### src/rtl/te_pkg.sv
package te_pkg;
  typedef enum logic [1:0] {
    PH_FREE = 2'd0,
    PH_PRE  = 2'd1,
    PH_EXE  = 2'd2,
    PH_POST = 2'd3
  } phase_e;

  typedef enum logic [1:0] {
    FS_IDLE   = 2'd0,
    FS_WAIT   = 2'd1,
    FS_QUEUED = 2'd2
  } fstate_e;
endpackage

### src/rtl/te_frame_table.sv
module te_frame_table
  import te_pkg::*;
#(
  parameter int NFR   = 8,
  parameter int IP_W  = 16,
  parameter int CNT_W = 4,
  parameter int FID_W = $clog2(NFR)
) (
  input  logic             clk,
  input  logic             rst_n,
  input  logic             crt_valid,
  input  logic [FID_W-1:0] crt_frame,
  input  logic [IP_W-1:0]  crt_ip,
  input  logic [CNT_W-1:0] crt_count,
  input  logic             dec_valid,
  input  logic [FID_W-1:0] dec_frame,
  input  logic             clr_valid,
  input  logic [FID_W-1:0] clr_frame,
  output logic             dec_push,
  output logic             crt_push,
  output logic             dec_bad,
  output logic             crt_bad,
  output logic [IP_W-1:0]  clr_ip
);
  fstate_e          st  [NFR];
  logic [CNT_W-1:0] cnt [NFR];
  logic [IP_W-1:0]  ipm [NFR];
  logic             crt_ok, dec_ok;

  function automatic logic known(input logic [FID_W-1:0] f);
    return int'(f) < NFR;
  endfunction

  function automatic logic [CNT_W-1:0] step_down(input logic [CNT_W-1:0] c);
    return c - CNT_W'(1);
  endfunction

  always_comb begin
    crt_ok   = crt_valid && known(crt_frame) && (st[crt_frame] == FS_IDLE);
    dec_ok   = dec_valid && known(dec_frame) && (st[dec_frame] == FS_WAIT);
    crt_bad  = crt_valid && !crt_ok;
    dec_bad  = dec_valid && !dec_ok;
    crt_push = crt_ok && (crt_count == '0);
    dec_push = dec_ok && (cnt[dec_frame] == CNT_W'(1));
    clr_ip   = ipm[clr_frame];
  end

  always_ff @(posedge clk or negedge rst_n) begin
    if (!rst_n) begin
      for (int i = 0; i < NFR; i++) begin
        st[i]  <= FS_IDLE;
        cnt[i] <= '0;
        ipm[i] <= '0;
      end
    end else begin
      for (int i = 0; i < NFR; i++) begin
        if (crt_ok && crt_frame == FID_W'(i)) begin
          st[i]  <= (crt_count == '0) ? FS_QUEUED : FS_WAIT;
          cnt[i] <= crt_count;
          ipm[i] <= crt_ip;
        end
        if (dec_ok && dec_frame == FID_W'(i)) begin
          cnt[i] <= step_down(cnt[i]);
          if (cnt[i] == CNT_W'(1)) st[i] <= FS_QUEUED;
        end
        if (clr_valid && clr_frame == FID_W'(i)) st[i] <= FS_IDLE;
      end
    end
  end
endmodule

### src/rtl/te_ready_fifo.sv
module te_ready_fifo #(
  parameter int DEPTH = 8,
  parameter int W     = 3
) (
  input  logic         clk,
  input  logic         rst_n,
  input  logic         push_a,
  input  logic [W-1:0] din_a,
  input  logic         push_b,
  input  logic [W-1:0] din_b,
  input  logic         pop,
  output logic [W-1:0] head,
  output logic         empty,
  output logic         ovf
);
  localparam int PW = $clog2(DEPTH);
  localparam int CW = $clog2(DEPTH + 1);

  logic [W-1:0]  mem [DEPTH];
  logic [PW-1:0] wr, rd;
  logic [CW-1:0] level;
  int            n_in;

  function automatic logic [PW-1:0] adv(input logic [PW-1:0] p, input int k);
    int s;
    s = int'(p) + k;
    if (s >= DEPTH) s = s - DEPTH;
    return PW'(s);
  endfunction

  always_comb begin
    n_in  = int'(push_a) + int'(push_b);
    empty = (level == '0);
    head  = mem[rd];
    ovf   = (int'(level) + n_in - int'(pop)) > DEPTH;
  end

  always_ff @(posedge clk) begin
    if (!ovf) begin
      if (push_a) mem[wr] <= din_a;
      if (push_b) mem[push_a ? adv(wr, 1) : wr] <= din_b;
    end
  end

  always_ff @(posedge clk or negedge rst_n) begin
    if (!rst_n) begin
      wr    <= '0;
      rd    <= '0;
      level <= '0;
    end else begin
      if (!ovf) begin
        wr    <= adv(wr, n_in);
        level <= CW'(int'(level) + n_in - int'(pop));
      end else begin
        level <= CW'(int'(level) - int'(pop));
      end
      if (pop) rd <= adv(rd, 1);
    end
  end
endmodule

### src/rtl/te_ctx_pool.sv
module te_ctx_pool
  import te_pkg::*;
#(
  parameter int NCTX     = 4,
  parameter int FORK_LAT = 4,
  parameter int CTX_W    = $clog2(NCTX)
) (
  input  logic              clk,
  input  logic              rst_n,
  input  logic              alloc,
  input  logic              rel_valid,
  input  logic              fork_ep,
  input  logic              fork_sp,
  input  logic [CTX_W-1:0]  fork_ctx,
  output logic [CTX_W-1:0]  alloc_ctx,
  output logic              has_free,
  output logic              rel_bad,
  output logic              fork_bad,
  output logic [2*NCTX-1:0] phases
);
  localparam int UW = $clog2(NCTX + 1);
  localparam int TW = $clog2(FORK_LAT + 1);

  phase_e        ph   [NCTX];
  phase_e        tgt  [NCTX];
  logic          pend [NCTX];
  logic [TW-1:0] tmr  [NCTX];
  logic [CTX_W-1:0] tail, head;
  logic [UW-1:0] used;
  logic          rel_ok, fork_req, fork_ok;
  phase_e        need;

  function automatic logic [CTX_W-1:0] ring_next(input logic [CTX_W-1:0] p);
    return (int'(p) == NCTX - 1) ? '0 : p + CTX_W'(1);
  endfunction

  always_comb begin
    alloc_ctx = tail;
    has_free  = (int'(used) != NCTX);
    rel_ok    = rel_valid && (ph[head] == PH_POST) && !pend[head];
    rel_bad   = rel_valid && !rel_ok;
    fork_req  = fork_ep || fork_sp;
    need      = fork_ep ? PH_PRE : PH_EXE;
    fork_ok   = fork_req && (int'(fork_ctx) < NCTX) &&
                (ph[fork_ctx] == need) && !pend[fork_ctx];
    fork_bad  = fork_req && !fork_ok;
    for (int i = 0; i < NCTX; i++) phases[2*i +: 2] = ph[i];
  end

  always_ff @(posedge clk or negedge rst_n) begin
    if (!rst_n) begin
      tail <= '0;
      head <= '0;
      used <= '0;
      for (int i = 0; i < NCTX; i++) begin
        ph[i]   <= PH_FREE;
        tgt[i]  <= PH_FREE;
        pend[i] <= 1'b0;
        tmr[i]  <= '0;
      end
    end else begin
      if (alloc) tail <= ring_next(tail);
      if (rel_ok) head <= ring_next(head);
      used <= UW'(int'(used) + int'(alloc) - int'(rel_ok));
      for (int i = 0; i < NCTX; i++) begin
        if (alloc && tail == CTX_W'(i)) ph[i] <= PH_PRE;
        if (rel_ok && head == CTX_W'(i)) ph[i] <= PH_FREE;
        if (fork_ok && fork_ctx == CTX_W'(i)) begin
          pend[i] <= 1'b1;
          tgt[i]  <= fork_ep ? PH_EXE : PH_POST;
          tmr[i]  <= TW'(FORK_LAT - 1);
        end else if (pend[i]) begin
          if (tmr[i] == '0) begin
            ph[i]   <= tgt[i];
            pend[i] <= 1'b0;
          end else begin
            tmr[i] <= tmr[i] - TW'(1);
          end
        end
      end
    end
  end
endmodule

### src/rtl/thread_enabler.sv
module thread_enabler #(
  parameter int NFR      = 8,
  parameter int IP_W     = 16,
  parameter int CNT_W    = 4,
  parameter int NCTX     = 4,
  parameter int FORK_LAT = 4,
  parameter int FID_W    = $clog2(NFR),
  parameter int CTX_W    = $clog2(NCTX)
) (
  input  logic              clk,
  input  logic              rst_n,
  input  logic              crt_valid,
  input  logic [FID_W-1:0]  crt_frame,
  input  logic [IP_W-1:0]   crt_ip,
  input  logic [CNT_W-1:0]  crt_count,
  input  logic              dec_valid,
  input  logic [FID_W-1:0]  dec_frame,
  input  logic              fork_ep_valid,
  input  logic              fork_sp_valid,
  input  logic [CTX_W-1:0]  fork_ctx,
  input  logic              rel_valid,
  output logic              en_valid,
  output logic [FID_W-1:0]  en_frame,
  output logic [IP_W-1:0]   en_ip,
  output logic [CTX_W-1:0]  en_ctx,
  output logic [2*NCTX-1:0] ctx_phase,
  output logic              err
);
  logic             dec_push_w, crt_push_w, dec_bad_w, crt_bad_w;
  logic             rel_bad_w, fork_bad_w, ovf_w;
  logic             q_empty_w, has_free_w, dispatch_w;
  logic [FID_W-1:0] q_head_w;
  logic [IP_W-1:0]  head_ip_w;
  logic [CTX_W-1:0] alloc_ctx_w;

  assign dispatch_w = !q_empty_w && has_free_w;

  te_frame_table #(.NFR(NFR), .IP_W(IP_W), .CNT_W(CNT_W), .FID_W(FID_W)) table_i (
    .clk, .rst_n,
    .crt_valid, .crt_frame, .crt_ip, .crt_count,
    .dec_valid, .dec_frame,
    .clr_valid (dispatch_w),
    .clr_frame (q_head_w),
    .dec_push  (dec_push_w),
    .crt_push  (crt_push_w),
    .dec_bad   (dec_bad_w),
    .crt_bad   (crt_bad_w),
    .clr_ip    (head_ip_w)
  );

  te_ready_fifo #(.DEPTH(NFR), .W(FID_W)) ready_i (
    .clk, .rst_n,
    .push_a (dec_push_w),
    .din_a  (dec_frame),
    .push_b (crt_push_w),
    .din_b  (crt_frame),
    .pop    (dispatch_w),
    .head   (q_head_w),
    .empty  (q_empty_w),
    .ovf    (ovf_w)
  );

  te_ctx_pool #(.NCTX(NCTX), .FORK_LAT(FORK_LAT), .CTX_W(CTX_W)) pool_i (
    .clk, .rst_n,
    .alloc     (dispatch_w),
    .rel_valid,
    .fork_ep   (fork_ep_valid),
    .fork_sp   (fork_sp_valid),
    .fork_ctx,
    .alloc_ctx (alloc_ctx_w),
    .has_free  (has_free_w),
    .rel_bad   (rel_bad_w),
    .fork_bad  (fork_bad_w),
    .phases    (ctx_phase)
  );

  always_ff @(posedge clk or negedge rst_n) begin
    if (!rst_n) begin
      en_valid <= 1'b0;
      en_frame <= '0;
      en_ip    <= '0;
      en_ctx   <= '0;
      err      <= 1'b0;
    end else begin
      en_valid <= dispatch_w;
      if (dispatch_w) begin
        en_frame <= q_head_w;
        en_ip    <= head_ip_w;
        en_ctx   <= alloc_ctx_w;
      end
      err <= err | dec_bad_w | crt_bad_w | rel_bad_w | fork_bad_w | ovf_w;
    end
  end
endmodule

### config.mk
export PLATFORM = sky130hd
export DESIGN_NAME = thread_enabler
export DESIGN_NICKNAME = d
export VERILOG_FILES = /design/src/rtl/te_pkg.sv /design/src/rtl/te_frame_table.sv /design/src/rtl/te_ready_fifo.sv /design/src/rtl/te_ctx_pool.sv /design/src/rtl/thread_enabler.sv
export SDC_FILE = /design/constraint.sdc
export NUM_CORES = 1
export LEC_CHECK = 0
export ABC_CLOCK_PERIOD_IN_PS = 11230
export BUFFER_PORTS_ARGS = -buffer_cell sky130_fd_sc_hd__buf_4
export CAP_MARGIN = 20
export CELL_PAD_IN_SITES_DETAIL_PLACEMENT = 1
export CELL_PAD_IN_SITES_GLOBAL_PLACEMENT = 2
export CORE_ASPECT_RATIO = 0.6
export CORE_MARGIN = 2
export CORE_UTILIZATION = 45
export CTS_BUF_LIST = sky130_fd_sc_hd__clkbuf_8
export DETAILED_ROUTE_END_ITERATION = 12
export GPL_TIMING_DRIVEN = 0
export PLACE_DENSITY = 0.88
export RECOVER_POWER = 25
export SYNTH_ARGS = -nofsm -noshare
export SYNTH_HDL_FRONTEND = slang
export SYNTH_HIERARCHICAL = 1
export SYNTH_SLANG_ARGS = --single-unit
### constraint.sdc
create_clock -name clk -period 11.23 [get_ports clk]
set_clock_uncertainty 0.1 [all_clocks]
set_input_delay 0.5615 -clock clk [delete_from_list [all_inputs] [get_ports clk]]
set_output_delay 0.5615 -clock clk [all_outputs]
set_load 0.005 [all_outputs]
==> metrics <==
placed inst area 15500 um^2; Crit path max-delay family buffers and inverters; GRT Overall Usage 25.7%; Slew @ Worst Pin 4.91 ns; min Tclk post-route 5.23 ns; fillers 3339; latest clock arrival within the worst-skew pair 0.59 ns; Rows 50; diode count 0; Comb power frac 46.9%; HPWL after DPL 29.9 mm; internal power 2910 uW; yosys warns 6; synthesis-stage register bit count 272; failing checks capacitance limit, slew limit; pin count of the biggest net entering global routing 87; Final ANT Viol Nets 0; first-pass GRT wire length 67.0 mm; Post-Route Utilization 52.1%; Setup-failing EPs final 0; ys async rst share 91.2%; worst relative slew slack -227%; Setup WS pre-CTS 5.58 ns; fin nets 1484; core area 31300 um^2; Final WS setup 6.00 ns; # Max-Cap Violations 2; Setup TNS 0 ns; Slowest cell on crit path clkbuf_1; DR vias 10768; Placer Congestion 0.851; Sw Pwr 1860 uW; total gr overflow 0; syn avg cell area 11.2 um^2; DRC violation count after routing 0; DRT iter0 DRCs 721; fmax 0.191 GHz; Inserted Clock Buffers 44; Root Driver clkbuf_8; most common flop cell mapped by yosys dfrtp_1; Flop pwr share 35.3%; net switching share of the total power 39.0%; IO Port Bufs 59; clock transition at the registers of the reported paths 0.07 ns; clk sinks 272; Seq/Total Area, Yosys 48.1%; EDFF count, synth 24; Crit path arrival time 5.39 ns; register area 6930 um^2; synth-to-layout area growth 13.3%; status finished, violations left; Hold Violations, Final 0; CTS tree done; Via-to-Cell Ratio 5.83; die width 235 um; initial antenna violation count 0; Routed WL 42.1 mm; PwrDens 292 nW/um^2; CP Max Fanout 21; Critical Path Start Type flip-flop; final instance area 16300 um^2; deepest clock path buffer count 3; crit-path most repeated cell ha_1; Avg WL per Cell 22.8 um; CP max stage delay 1.14 ns; WP buf/inv 4; die height 143 um; vias in the first global route 11492; period utilization 46.5%; syn_nets 1371; H-tree levels 2; layout cell share with drive strength beyond 1 24.0%; # hold bufs at CTS 1; Worst EP required 11.39 ns; Synth Instances 1286; clock share of power 17.9%; Hold WC Path Type primary input to flip-flop; post_cts resized 0; synthesized cell area 14400 um^2; Post-CTS Repair Setup Buffers 0; router iterations before antenna repair 5; Critical Path, Cell by Cell inv_1 -> ha_1 -> and3_1 -> nor2b_4 -> clkbuf_1 -> ha_1 -> inv_1 -> ha_1 -> fa_1 -> and3b_2 -> o31a_1 -> a311oi_2 -> nor2_1 -> buf_6 -> nor2_1; I/O pin cnt 66; RSZ-0062 raised after global routing no; Pins Over Slew Limit 105; Initial Util 46.0%; Max IR drop VDD 0.000157 V; critical path class flip-flop to flip-flop; Die Area 33500 um^2; Critical Path End Type flip-flop; Pleak 0.00719 uW; synth unique cells 79; multi-input logic area 6880 um^2
[placed cells by master (no fill, tap or decap), types with 9 or more instances in the layout]
cell / netlist / layout
a21oi_1: 54 / 54
a221o_1: 17 / 17
a31oi_1: 12 / 12
buf_2: 8 / 10
buf_4: 0 / 60
clkbuf_1: 47 / 49
clkbuf_8: 0 / 53
dfrtp_1: 248 / 248
edfxtp_1: 24 / 24
ha_1: 47 / 47
inv_1: 65 / 81
mux2_2: 131 / 131
mux2i_1: 17 / 17
mux4_2: 40 / 40
nand2_1: 180 / 180
nand3_1: 20 / 20
nor2_1: 81 / 81
nor3_1: 19 / 19
nor3b_1: 9 / 9
nor4_1: 12 / 11
o211ai_1: 9 / 9
o21ai_0: 36 / 36
o21ai_2: 9 / 9
o22ai_1: 12 / 12
o2bb2ai_1: 25 / 25
xnor2_1: 13 / 13
[final timing paths]
path                                  startpoint  depth (start not counted)                end  slack (ns)
worst min-delay path                   crt_ip[5]                          3    table_i/ipm[69]        0.13
min in group asynchronous                  rst_n                          2      ready_i/wr[2]        2.19
worst max register to register  ready_i/level[3]                         15  ready_i/mem[6][2]        6.00
worst min register to register     pool_i/tgt[5]                          1      pool_i/tgt[5]        0.36
max in group asynchronous                  rst_n                          2    table_i/cnt[13]        6.04
worst max-delay path            ready_i/level[3]                         15  ready_i/mem[6][2]        6.00
[power by group through the flow]
stage / logic, uW / clock network [uW] / registers [uW]
after detailed placement: 2220 / 0 / 1690
after CTS: 2230 / 874 / 1680
after global placement: 2120 / 0 / 1660
final: 2230 / 851 / 1680
after floorplan: 1610 / 0 / 1590
after global routing: 2450 / 914 / 1740
[final cells by class]
cell class                      instances  area share, %
Sequential cell                       272           42.4
Multi-Input combinational cell        876           42.1
Clock buffer                           53           4.47
Timing Repair Buffer                   67           3.33
Tap cell                              416           3.19
Buffer                                 73           2.21
Inverter                               65           1.49
Clock inverter                         25          0.728
[worst min-delay path: cells and delay by family]
family	cells	cell delay [ns]
buffers and inverters	1	0.13
AND/OR/NAND/NOR	2	0.10
[Yosys cell counts (all sizes together), types with 3 or more instances]
cell	count	area, um^2
mux4	41	927
a21oi	54	270
nand2	180	676
o22ai	12	75.1
and3	5	31.3
dfrtp	248	6210
mux2	133	1510
o31a	3	26.3
nor4	12	75.1
o2bb2ai	25	219
nor2b	9	63.8
or4	5	37.5
ha	47	588
clkbuf	47	176
o211ai	9	67.6
buf	26	191
nand4	5	31.3
nor3b	9	67.6
nand2b	10	77.6
a21o	6	45.0
xnor2	13	114
a221o	17	170
a311oi	7	67.6
nor3	19	95.1
o21ai	47	269
or3	7	43.8
inv	65	244
and2	5	31.3
fa	3	60.1
and3b	4	36.3
a31oi	12	75.1
nand3b	4	30.0
mux2i	18	193
nand3	20	100
nor2	81	304
o31ai	3	22.5
a21boi	4	30.0
edfxtp	24	721
a211oi	4	30.0
o221ai	7	86.3
[logic make-up after synthesis]
logic type,Yosys count,synth area share (%)
AO/OA/AOI/OAI,228,11.3
XOR/XNOR,15,0.912
adder cells (fa/ha/maj),50,4.50
buffers and inverters,138,4.25
flip-flops,272,48.1
multiplexers,192,18.2
AND/OR/NAND/NOR,391,12.8
[state kept, by name, indices dropped and copies added (netlist names)]
name              cells
en_ip                16
en_frame              3
pool_i/tmr           12
table_i/ipm         128
en_ctx                2
table_i/cnt          32
ready_i/level         4
err                   1
ready_i/rd            3
pool_i/pend           4
ready_i/wr            3
pool_i/tgt            8
pool_i/alloc_ctx      2
pool_i/used           3
table_i/st           16
pool_i/head           2
en_valid              1
pool_i/phases         8
ready_i/mem          24
[through the flow]
stage | hold slack [ns] | cells | power, uW
2_1_floorplan | 0.166 | 1286 | 3210
3_3_place_gp | 0.346 | 1761 | 3780
3_5_place_dp | 0.347 | 1767 | 3900
4_1_cts | 0.0832 | 1846 | 4780
5_1_grt | 0.116 | 1847 | 5100
6_report | 0.133 | 1847 | 4760
[layer usage]
metal / wire (um) / up-vias / track usage (%)
met2: 18000 / 288 / 38.2
met1: 20900 / 5529 / 38.6
met5: 0 / - / 0
met3: 2490 / 61 / 5.22
li1: - / 4890 / -
met4: 757 / 0 / 6.23
No activity file was read; power rests on OpenSTA's default activity.
